[src/rtl/lin_sertrx_pkg.sv]
package lin_sertrx_pkg;
  localparam int CHAR_W = 9;
  localparam int OSR    = 16;
  localparam int OSR_W  = $clog2(OSR);

  typedef struct packed {
    logic [CHAR_W-1:0] data;
    logic              ferr;
  } rx_char_t;

  typedef enum logic {RX_IDLE, RX_FRAME} rx_state_t;
endpackage

[src/rtl/lin_sertrx_baud.sv]
module lin_sertrx_baud #(
  parameter int DIV_W = 16
) (
  input  logic             clk,
  input  logic             rst_n,
  input  logic [DIV_W-1:0] div,
  output logic             tick
);
  logic [DIV_W-1:0] cnt_q;

  assign tick = (cnt_q >= div);

  always_ff @(posedge clk or negedge rst_n) begin
    if (!rst_n)    cnt_q <= '0;
    else if (tick) cnt_q <= '0;
    else           cnt_q <= cnt_q + 1'b1;
  end

  // Ticks are separated by at least one idle cycle unless the divisor is zero
  assert_tick_spacing_R2: assert property (@(posedge clk) disable iff (!rst_n)
    tick |=> (!tick || div == '0));
endmodule

[src/rtl/lin_sertrx_tx.sv]
module lin_sertrx_tx import lin_sertrx_pkg::*; #(
  parameter int BRK_LEN = 13
) (
  input  logic              clk,
  input  logic              rst_n,
  input  logic              tick,
  input  logic              nine_bit,
  input  logic              in_valid,
  output logic              in_ready,
  input  logic [CHAR_W-1:0] in_data,
  input  logic              in_break,
  output logic              txd
);
  localparam int SH_W  = (BRK_LEN + 1 > CHAR_W + 2) ? BRK_LEN + 1 : CHAR_W + 2;
  localparam int CNT_W = $clog2(SH_W + 1);
  localparam logic [OSR_W-1:0] SUB_LAST = OSR_W'(OSR - 1);

  logic              hold_full_q, hold_brk_q;
  logic [CHAR_W-1:0] hold_data_q;
  logic              busy_q;
  logic [SH_W-1:0]   sh_q;
  logic [CNT_W-1:0]  left_q;
  logic [OSR_W-1:0]  sub_q;
  logic              take;

  assign take     = hold_full_q && !busy_q;
  assign in_ready = !hold_full_q || take;
  assign txd      = busy_q ? sh_q[0] : 1'b1;

  // Holding stage
  always_ff @(posedge clk or negedge rst_n) begin
    if (!rst_n) begin
      hold_full_q <= 1'b0;
      hold_brk_q  <= 1'b0;
      hold_data_q <= '0;
    end else if (in_valid && in_ready) begin
      hold_full_q <= 1'b1;
      hold_brk_q  <= in_break;
      hold_data_q <= in_data;
    end else if (take) begin
      hold_full_q <= 1'b0;
    end
  end

  // Shifter
  always_ff @(posedge clk or negedge rst_n) begin
    if (!rst_n) begin
      busy_q <= 1'b0;
      sh_q   <= '1;
      left_q <= '0;
      sub_q  <= '0;
    end else if (take) begin
      busy_q <= 1'b1;
      sub_q  <= '0;
      if (hold_brk_q) begin
        sh_q   <= SH_W'({1'b1, {BRK_LEN{1'b0}}});
        left_q <= CNT_W'(BRK_LEN + 1);
      end else if (nine_bit) begin
        sh_q   <= SH_W'({1'b1, hold_data_q, 1'b0});
        left_q <= CNT_W'(CHAR_W + 2);
      end else begin
        sh_q   <= SH_W'({1'b1, hold_data_q[CHAR_W-2:0], 1'b0});
        left_q <= CNT_W'(CHAR_W + 1);
      end
    end else if (busy_q && tick) begin
      if (sub_q == SUB_LAST) begin
        sub_q  <= '0;
        sh_q   <= {1'b1, sh_q[SH_W-1:1]};
        left_q <= left_q - 1'b1;
        if (left_q == CNT_W'(1)) busy_q <= 1'b0;
      end else begin
        sub_q <= sub_q + 1'b1;
      end
    end
  end

  assert_accept_fills_hold_R3: assert property (@(posedge clk) disable iff (!rst_n)
    (in_valid && in_ready) |=> hold_full_q);

  assert_frame_len_R4: assert property (@(posedge clk) disable iff (!rst_n)
    busy_q |-> (left_q != '0 && left_q <= CNT_W'(SH_W)));
endmodule

[src/rtl/lin_sertrx_rx.sv]
module lin_sertrx_rx import lin_sertrx_pkg::*; (
  input  logic              clk,
  input  logic              rst_n,
  input  logic              tick,
  input  logic              nine_bit,
  input  logic              halt,
  input  logic              rxd,
  output logic              done,
  output logic [CHAR_W-1:0] char_o,
  output logic              ferr_o
);
  localparam int MID = OSR / 2;
  localparam logic [OSR_W-1:0] SUB_LAST = OSR_W'(OSR - 1);
  localparam logic [OSR_W-1:0] S_A = OSR_W'(MID - 1);
  localparam logic [OSR_W-1:0] S_B = OSR_W'(MID);
  localparam logic [OSR_W-1:0] S_C = OSR_W'(MID + 1);

  logic              sy1_q, sy2_q;
  rx_state_t         st_q;
  logic              armed_q;
  logic [OSR_W-1:0]  sub_q;
  logic [3:0]        bitn_q;
  logic [1:0]        smp_q;
  logic [CHAR_W-1:0] sh_q;
  logic              vote;
  logic [3:0]        stop_idx;

  assign vote     = (smp_q[0] & smp_q[1]) | (smp_q[0] & sy2_q) | (smp_q[1] & sy2_q);
  assign stop_idx = nine_bit ? 4'(CHAR_W + 1) : 4'(CHAR_W);
  assign char_o   = nine_bit ? sh_q : {1'b0, sh_q[CHAR_W-1:1]};

  always_ff @(posedge clk or negedge rst_n) begin
    if (!rst_n) begin
      sy1_q <= 1'b1;
      sy2_q <= 1'b1;
    end else begin
      sy1_q <= rxd;
      sy2_q <= sy1_q;
    end
  end

  always_ff @(posedge clk or negedge rst_n) begin
    if (!rst_n) begin
      st_q    <= RX_IDLE;
      armed_q <= 1'b0;
      sub_q   <= '0;
      bitn_q  <= '0;
      smp_q   <= '0;
      sh_q    <= '0;
      done    <= 1'b0;
      ferr_o  <= 1'b0;
    end else begin
      done <= 1'b0;
      if (st_q == RX_IDLE) begin
        if (sy2_q) armed_q <= 1'b1;
        if (tick && armed_q && !halt && !sy2_q) begin
          st_q    <= RX_FRAME;
          armed_q <= 1'b0;
          sub_q   <= '0;
          bitn_q  <= '0;
        end
      end else if (tick) begin
        sub_q <= (sub_q == SUB_LAST) ? '0 : sub_q + 1'b1;
        if (sub_q == S_A) smp_q[0] <= sy2_q;
        if (sub_q == S_B) smp_q[1] <= sy2_q;
        if (sub_q == S_C) begin
          if (bitn_q == '0) begin
            if (vote) st_q <= RX_IDLE;
            else      bitn_q <= 4'd1;
          end else if (bitn_q == stop_idx) begin
            done   <= 1'b1;
            ferr_o <= !vote;
            st_q   <= RX_IDLE;
          end else begin
            sh_q   <= {vote, sh_q[CHAR_W-1:1]};
            bitn_q <= bitn_q + 1'b1;
          end
        end
      end
    end
  end

  // A completed character always comes from an active frame
  assert_done_after_frame_R5: assert property (@(posedge clk) disable iff (!rst_n)
    done |-> (st_q == RX_IDLE && $past(st_q) == RX_FRAME));
endmodule

[src/rtl/lin_sertrx_rxbuf.sv]
module lin_sertrx_rxbuf import lin_sertrx_pkg::*; #(
  parameter int DEPTH = 2
) (
  input  logic              clk,
  input  logic              rst_n,
  input  logic              push,
  input  logic [CHAR_W-1:0] push_data,
  input  logic              push_ferr,
  input  logic              nine_bit,
  input  logic              addr_filter,
  input  logic              ovr_clear,
  output logic              out_valid,
  input  logic              out_ready,
  output logic [CHAR_W-1:0] out_data,
  output logic              out_ferr,
  output logic              ovr
);
  localparam int PTR_W = (DEPTH > 1) ? $clog2(DEPTH) : 1;
  localparam int CNT_W = $clog2(DEPTH + 1);
  localparam logic [PTR_W-1:0] PTR_LAST = PTR_W'(DEPTH - 1);

  logic [PTR_W-1:0] wptr_q, rptr_q;
  logic [CNT_W-1:0] count_q;
  logic accept, pop, full, store, overrun;
  rx_char_t ent_q [DEPTH];
  rx_char_t head;

  assign accept  = push && !ovr && !(nine_bit && addr_filter && !push_data[CHAR_W-1]);
  assign out_valid = (count_q != '0);
  assign pop     = out_valid && out_ready;
  assign full    = (count_q == CNT_W'(DEPTH));
  assign store   = accept && (!full || pop);
  assign overrun = accept && full && !pop;

  for (genvar g = 0; g < DEPTH; g++) begin : g_ent
    rx_char_t e_q;
    always_ff @(posedge clk or negedge rst_n) begin
      if (!rst_n) e_q <= '0;
      else if (store && wptr_q == PTR_W'(g)) e_q <= '{data: push_data, ferr: push_ferr};
    end
    assign ent_q[g] = e_q;
  end

  assign head     = ent_q[rptr_q];
  assign out_data = head.data;
  assign out_ferr = head.ferr;

  always_ff @(posedge clk or negedge rst_n) begin
    if (!rst_n) begin
      wptr_q  <= '0;
      rptr_q  <= '0;
      count_q <= '0;
      ovr     <= 1'b0;
    end else begin
      if (store) wptr_q <= (wptr_q == PTR_LAST) ? '0 : wptr_q + 1'b1;
      if (pop)   rptr_q <= (rptr_q == PTR_LAST) ? '0 : rptr_q + 1'b1;
      case ({store, pop})
        2'b10:   count_q <= count_q + 1'b1;
        2'b01:   count_q <= count_q - 1'b1;
        default: count_q <= count_q;
      endcase
      if (overrun)        ovr <= 1'b1;
      else if (ovr_clear) ovr <= 1'b0;
    end
  end

  assert_count_bound_R7: assert property (@(posedge clk) disable iff (!rst_n)
    count_q <= CNT_W'(DEPTH));

  assert_head_stable_R7: assert property (@(posedge clk) disable iff (!rst_n)
    (out_valid && !out_ready) |=> (out_valid && $stable(out_data) && $stable(out_ferr)));

  assert_ovr_sticky_R8: assert property (@(posedge clk) disable iff (!rst_n)
    (ovr && !ovr_clear) |=> ovr);

  assert_no_growth_ovr_R8: assert property (@(posedge clk) disable iff (!rst_n)
    ovr |=> count_q <= $past(count_q));

  assert_filter_drop_R10: assert property (@(posedge clk) disable iff (!rst_n)
    (push && nine_bit && addr_filter && !push_data[CHAR_W-1]) |=> count_q <= $past(count_q));
endmodule

[src/rtl/lin_sertrx.sv]
module lin_sertrx import lin_sertrx_pkg::*; #(
  parameter int DIV_W    = 16,
  parameter int RX_DEPTH = 2,
  parameter int BRK_LEN  = 13
) (
  input  logic              clk,
  input  logic              rst_n,
  input  logic [DIV_W-1:0]  baud_div,
  input  logic              nine_bit,
  input  logic              addr_filter,
  input  logic              tx_valid,
  output logic              tx_ready,
  input  logic [CHAR_W-1:0] tx_data,
  input  logic              tx_break,
  output logic              txd,
  input  logic              rxd,
  output logic              rx_valid,
  input  logic              rx_ready,
  output logic [CHAR_W-1:0] rx_data,
  output logic              rx_ferr,
  input  logic              ovr_clear,
  output logic              ovr_flag
);
  logic              tick;
  logic              rx_done, rx_fe;
  logic [CHAR_W-1:0] rx_char;

  lin_sertrx_baud #(.DIV_W(DIV_W)) u_baud (
    .clk(clk), .rst_n(rst_n), .div(baud_div), .tick(tick)
  );

  lin_sertrx_tx #(.BRK_LEN(BRK_LEN)) u_tx (
    .clk(clk), .rst_n(rst_n), .tick(tick), .nine_bit(nine_bit),
    .in_valid(tx_valid), .in_ready(tx_ready), .in_data(tx_data),
    .in_break(tx_break), .txd(txd)
  );

  lin_sertrx_rx u_rx (
    .clk(clk), .rst_n(rst_n), .tick(tick), .nine_bit(nine_bit),
    .halt(ovr_flag), .rxd(rxd), .done(rx_done), .char_o(rx_char), .ferr_o(rx_fe)
  );

  lin_sertrx_rxbuf #(.DEPTH(RX_DEPTH)) u_rxbuf (
    .clk(clk), .rst_n(rst_n), .push(rx_done), .push_data(rx_char),
    .push_ferr(rx_fe), .nine_bit(nine_bit), .addr_filter(addr_filter),
    .ovr_clear(ovr_clear), .out_valid(rx_valid), .out_ready(rx_ready),
    .out_data(rx_data), .out_ferr(rx_ferr), .ovr(ovr_flag)
  );

  assert_reset_idle_R1: assert property (@(posedge clk)
    !rst_n |-> (txd && !rx_valid && !ovr_flag));
endmodule

[config.mk]
export PLATFORM = sky130hd
export DESIGN_NAME = lin_sertrx
export DESIGN_NICKNAME = d
export VERILOG_FILES = /design/src/rtl/lin_sertrx_pkg.sv /design/src/rtl/lin_sertrx_baud.sv /design/src/rtl/lin_sertrx_tx.sv /design/src/rtl/lin_sertrx_rx.sv /design/src/rtl/lin_sertrx_rxbuf.sv /design/src/rtl/lin_sertrx.sv
export SDC_FILE = /design/constraint.sdc
export NUM_CORES = 1
export LEC_CHECK = 0
export CAP_MARGIN = 20
export CORE_ASPECT_RATIO = 1.25
export CORE_MARGIN = 2
export CORE_UTILIZATION = 58
export CTS_CLUSTER_DIAMETER = 120
export DETAILED_ROUTE_END_ITERATION = 7
export PLACE_DENSITY = 0.81
export RECOVER_POWER = 50
export SYNTH_ARGS = -nofsm -noshare
export SYNTH_HDL_FRONTEND = slang
export SYNTH_SLANG_ARGS = --single-unit
[constraint.sdc]
create_clock -name clk -period 3.2 [get_ports clk]
set_clock_uncertainty 0.15 [all_clocks]
set_input_delay 0.64 -clock clk [delete_from_list [all_inputs] [get_ports clk]]
set_output_delay 0.64 -clock clk [all_outputs]
set_load 0.05 [all_outputs]
== Word level (Yosys, flattened, before mapping) ==
Index checks and enable logic that the tools add are counted.
Storage, ports and cells
  register bits: 100
  input port bits: 34
  output and inout bits: 14
  logic and storage cells: 163
Operators by class
  $add $sub $neg: 9
  order comparisons: 2
  equal/unequal tests: 14
  muxes and demuxes: 55
  bitwise logic cells: 10
  reductions and logical operators: 46
Operators with widths (count)
  $mux 4: 17
  $mux 14: 4
  $mux 10: 3
  $mux 1: 26
  $reduce_bool 2->1: 9
  $add 16x1->16 const B: 1
  $eq 4x4->1 const B: 4
  $ge 16x16->1: 1
  $logic_and 1x1->1: 16
  $mux 16: 1
  $reduce_and 5->1: 3
  $add 4x1->4 const B: 3
  $mux 11: 1
  $logic_not 1->1: 9
  $mux 9: 1
  $reduce_and 3->1: 3
  $ne 3x3->1 const B: 2
  $reduce_and 2->1: 3
  $eq 2x2->1 const B: 2
  $eq 4x1->1 const B: 1
  $eq 4x3->1 const B: 1
  $eq 4x4->1: 1
  $logic_not 4->1: 1
  $not 1->1: 4
  other kinds (14): 19

== Longest topological paths before layout ==
  depth in word-level cells: 8
  gate-level depth with buffers: 10
  gate-level depth less buffers: 8

== By module ==
From an unflattened synthesis, not the netlist that was laid out.
Unflattened totals
  cells, all modules: 482
  area, all modules: 5554.1 um^2
By module, submodules not included
  lin_sertrx_tx: instances 1, cells each 151, area an instance 1724.2 um^2, sequential area each 868.3 um^2
  lin_sertrx_rx: instances 1, cells each 117, area an instance 1353.8 um^2, sequential area each 628.1 um^2
  lin_sertrx_baud: instances 1, cells each 130, area an instance 1260.0 um^2, sequential area each 400.4 um^2
  lin_sertrx_rxbuf: instances 1, cells each 84, area an instance 1216.2 um^2, sequential area each 625.6 um^2

== Least setup slack after synthesis ==
Ideal clock, no wire load.
  path type: input to register
  start point: in baud_div[15]
  end point: reg u_rx.sh_q[0]
  setup time: 125 ps
  arrival: 2634 ps
  required time: 2925 ps
  path slack: 291 ps
  cell stages on the path: 10
  buffers on the path: 2
  cell sequence: inv_1 > ha_1 > nand4_1 > or3_1 > a2111oi_2 > or3_1 > buf_6 > and3_4 > buf_12 > mux2_4
Between the ends
  longest elaborated chain between the ends: 2
Ends and longest elaborated chain
  start, declared: line lin_sertrx.sv:8  | input logic [DIV_W-1:0] baud_div,
  $ge 16x16->1: line lin_sertrx_baud.sv:11  | assign tick = (cnt_q >= div);
  $reduce_and 5->1 (no line)
  end signal, assigned: line lin_sertrx_rx.sv:75  | sh_q <= {vote, sh_q[CHAR_W-1:1]};
  end, declared: line lin_sertrx_rx.sv:24  | logic [CHAR_W-1:0] sh_q;
Every way passes these cells.
A chain may end at the register's enable or synchronous reset.

== Worst setup path after layout ==
  start point: in baud_div[15]
  end point: reg u_rx.sub_q[3]
Between the ends
  longest elaborated chain between the ends: 6
  elaborated cells between the ends (all ways): 7
  classes of those cells: order compare (1); eq/ne (1); reduce/logical (5)
Ends and longest elaborated chain
  $ge 16x16->1 *: line lin_sertrx_baud.sv:11
  $logic_and 1x1->1 (3 in a row): line lin_sertrx_rx.sv:56  | if (tick && armed_q && !halt && !sy2_q) begin
  $reduce_bool 2->1 (no line)
  $reduce_and 2->1 (no line) *
  end signal, assigned: line lin_sertrx_rx.sv:63  | sub_q <= (sub_q == SUB_LAST) ? '0 : sub_q + 1'b1;
  end, declared: line lin_sertrx_rx.sv:21  | logic [OSR_W-1:0] sub_q;
Mark *: on every way between the ends. The rest lies on a longest branch, timed or not.

==> impl_metrics.env <==
export IMPL_critical_path_arrival_ns=3.18
export IMPL_crit_required_ns=3.30
export IMPL_path_max_fanout=7
export IMPL_die_area_um2=9610
export IMPL_nets=611
export IMPL_ys_async_sr_fraction=1.00
export IMPL_initial_core_util=0.592
export IMPL_die_h_um=109
export IMPL_yosysWarnings=0
export IMPL_drv_slew=0
export IMPL_synth_edf_count=0
export IMPL_grt_total_usage=0.218
export IMPL_drive_above_1_share=0.165
export IMPL_met3_usage=0.0273
export IMPL_portBuffers=47
export IMPL_power_density_nw_per_um2=440
export IMPL_finalHoldViolations=0
export IMPL_worst_slew_pin_slew_ns=1.26
export IMPL_drt_initial_drc_count=153
export IMPL_wirelength_um=9620
export IMPL_final_cell_mix="84 x dfrtp_1, 48 x nand2_1, 43 x clkdlybuf4s50_1, 38 x nor2_1, 36 x inv_1"
export IMPL_placed_cell_area_um2=5820
export IMPL_fin_crit_ns=3.07
export IMPL_grt_pass1_vias=3817
export IMPL_cts_hold_buf=0
export IMPL_clk_insertion_delay_late_ns=0.37
export IMPL_synthDistinctLibCells=52
export IMPL_cpMostUsedCell="or3_4"
export IMPL_critPathCaptureType="flop"
export IMPL_numCtsBuffers=9
export IMPL_fmax_ghz=0.326
export IMPL_synth_area_leaders="dfrtp_1 41%, dfstp_2 8.2%, ha_1 6.3%"
export IMPL_synthFlopType="dfrtp_1"
export IMPL_syn_nets=556
export IMPL_num_vias=3767
export IMPL_cts_tree="yes"
export IMPL_startpoint_type="input port"
export IMPL_cts_max_path_buffers=2
export IMPL_stdcell_area_um2=6080
export IMPL_grt_max_degree=55
export IMPL_outcome="finished clean"
export IMPL_syn_area_um2=5130
export IMPL_seq_area_frac_synth=0.492
export IMPL_multi_input_area_um2=2380
export IMPL_crit_chain="clkdlybuf4s50_1 -> inv_1 -> ha_1 -> nand4_1 -> or3_4 -> a2111oi_4 -> or3_4 -> buf_4 -> o21ai_1 -> a221o_1"
export IMPL_crit_type="in2reg"
export IMPL_core_area_um2=8650
export IMPL_grt_busiest_layer="met2"
export IMPL_slowest_stage="clkdlybuf4s50_1"
export IMPL_finalNonFillerCells=676
export IMPL_dr_pass1_iters=4
export IMPL_syn_inst=496
export IMPL_place_hpwl_um=6860
export IMPL_syn_avg_cell_area_um2=10.3
export IMPL_cts_max_level=3
export IMPL_ant_nets=0
export IMPL_die_x_um=88.1
export IMPL_placed_cells=659
export IMPL_rows=38
export IMPL_hp_class="reg2reg"
export IMPL_grt_overflow_total=0
export IMPL_met1_usage=0.258
export IMPL_finalHoldWorstSlack_ns=0.214
export IMPL_vdd_drop_max_mv=0.265
export IMPL_maxCapViolations=0
export IMPL_post_route_period_util=0.960
export IMPL_synth_top_area_cell="dfrtp_1"
export IMPL_wl_per_cell_um=14.2
export IMPL_avgViaCountPerCell=5.57
export IMPL_grt_pass1_wl_um=16500
export IMPL_yosysTopAreaCellShare=0.410
export IMPL_area_growth_pct=18.7
export IMPL_setup_violations=0
export IMPL_ios=48
export IMPL_final_common_cell="dfrtp_1"
export IMPL_fillers=647
export IMPL_antenna_found_initial=0
export IMPL_slew_headroom=0.157
export IMPL_n_antenna_cell=0
export IMPL_ff2ff_setup_slack_ns=0.46
export IMPL_cts_sinks=100
export IMPL_synth_seq_cells=100
export IMPL_path_clk_slew_ns=0.09
export IMPL_cpPeakStageDelay_ns=0.46
export IMPL_cts_root_buf="clkbuf_8"
export IMPL_seq_area_um2=2520
export IMPL_grt_use_met2=0.393
export IMPL_gp_congestion=0.874
export IMPL_route_detailed_drc=0
export IMPL_p_leak_nw=2.79
-- cell families (layout without fill, tap and decap cells) --
logic type      after synthesis  in the layout  share of synthesized area
flops                       100            100                      0.492
xor+xnor                     18             18                     0.0308
mux                          44             44                     0.0998
buf+inv                      59            119                     0.0500
fa+ha+maj                    27             27                     0.0654
compound gates               96             96                      0.114
simple gates                152            152                      0.148
-- synthesized netlist by cell type, drive strengths merged (3+ instances only) --
library cell  count
a32o              3
mux2             30
clkbuf           13
o21ai            37
and3              6
ha               26
mux2i            14
xor2             12
dfrtp            84
a21oi            34
nor2b             3
nand2            48
dfstp            16
xnor2             6
nor2             38
nand2b            7
inv              36
a31oi             6
nor3              4
nand4             7
nor3b            12
nand3            15
buf              10
-- per-stage QoR --
step	power, W	util	TNS [ns]	setup slack, ns
after global routing	0.00281	0.703	-0.0114	-0.0114
after detailed placement	0.00172	0.672	-7.46	-0.304
after floorplan	0.00159	-	0	0.291
after CTS	0.00269	0.701	0	0.0727
after global placement	0.00171	0.672	-5.47	-0.220
final	0.00268	0.703	0	0.128
-- critical path: cells and delay by family --
family / cells / cell delay [ns]
and+or+nand+nor: 3 / 0.75
adders and majority gates: 1 / 0.29
buffers and inverters: 3 / 0.66
AOI/OAI and AO/OA: 3 / 0.83
-- path summary, 6_finish.rpt --
check,from,to,cells after the start
setup reg to reg,u_baud.cnt_q[14]$_DFF_PN0_,u_rx.sub_q[3]$_DFFE_PN0P_,8
hold / removal,u_rx.sy1_q$_DFF_PN1_,u_rx.sy2_q$_DFF_PN1_,0
setup / recovery,baud_div[15],u_rx.sub_q[3]$_DFFE_PN0P_,10
max in group asynchronous,rst_n,u_tx.hold_full_q$_DFFE_PN0P_,2
min in group asynchronous,rst_n,u_rxbuf.ovr$_DFFE_PN0P_,1
hold reg to reg,u_rx.sy1_q$_DFF_PN1_,u_rx.sy2_q$_DFF_PN1_,0
-- where the power goes --
group	internal, W	switching, W
logic	0.000146	0.000151
registers	0.00133	0.0000739
clock network	0.000540	0.000430
-- routing by layer --
metal | part of all wire | vias up | wire [um]
met3 | 0.027 | 13 | 257
met2 | 0.52 | 84 | 5040
met4 | 0.018 | 0 | 176
met1 | 0.43 | 1850 | 4140
met5 | 0 | - | 0
li1 | - | 1820 | -
-- final cells by class --
cell class / count / area share
clock buffer: 10 / 0.0226
multi-input combinational: 337 / 0.391
inverter: 36 / 0.0222
timing repair buffer: 67 / 0.107
sequential: 100 / 0.415
clock inverter: 6 / 0.0183
tap: 120 / 0.0247
-- registers in the layout (all words and copies together) (netlist names), 2 cells and up --
signal	count
u_baud.cnt_q	16
u_tx.sub_q	4
u_rx.sh_q	9
u_rx.sub_q	4
u_tx.left_q	4
u_rxbuf.count_q	2
u_rx.smp_q	2
u_rx.bitn_q	4
u_tx.hold_data_q	9
u_rxbuf.ent_q	20
u_tx.sh_q	14
-- repair_timing --
action | in CTS | in global routing
gates resized for setup | 0 | 4
hold endpoints to repair | 0 | 0
setup buffers | 0 | 1
endpoints found under the setup margin | 0 | 13
Note: power is estimated with default switching activity, not from simulation.
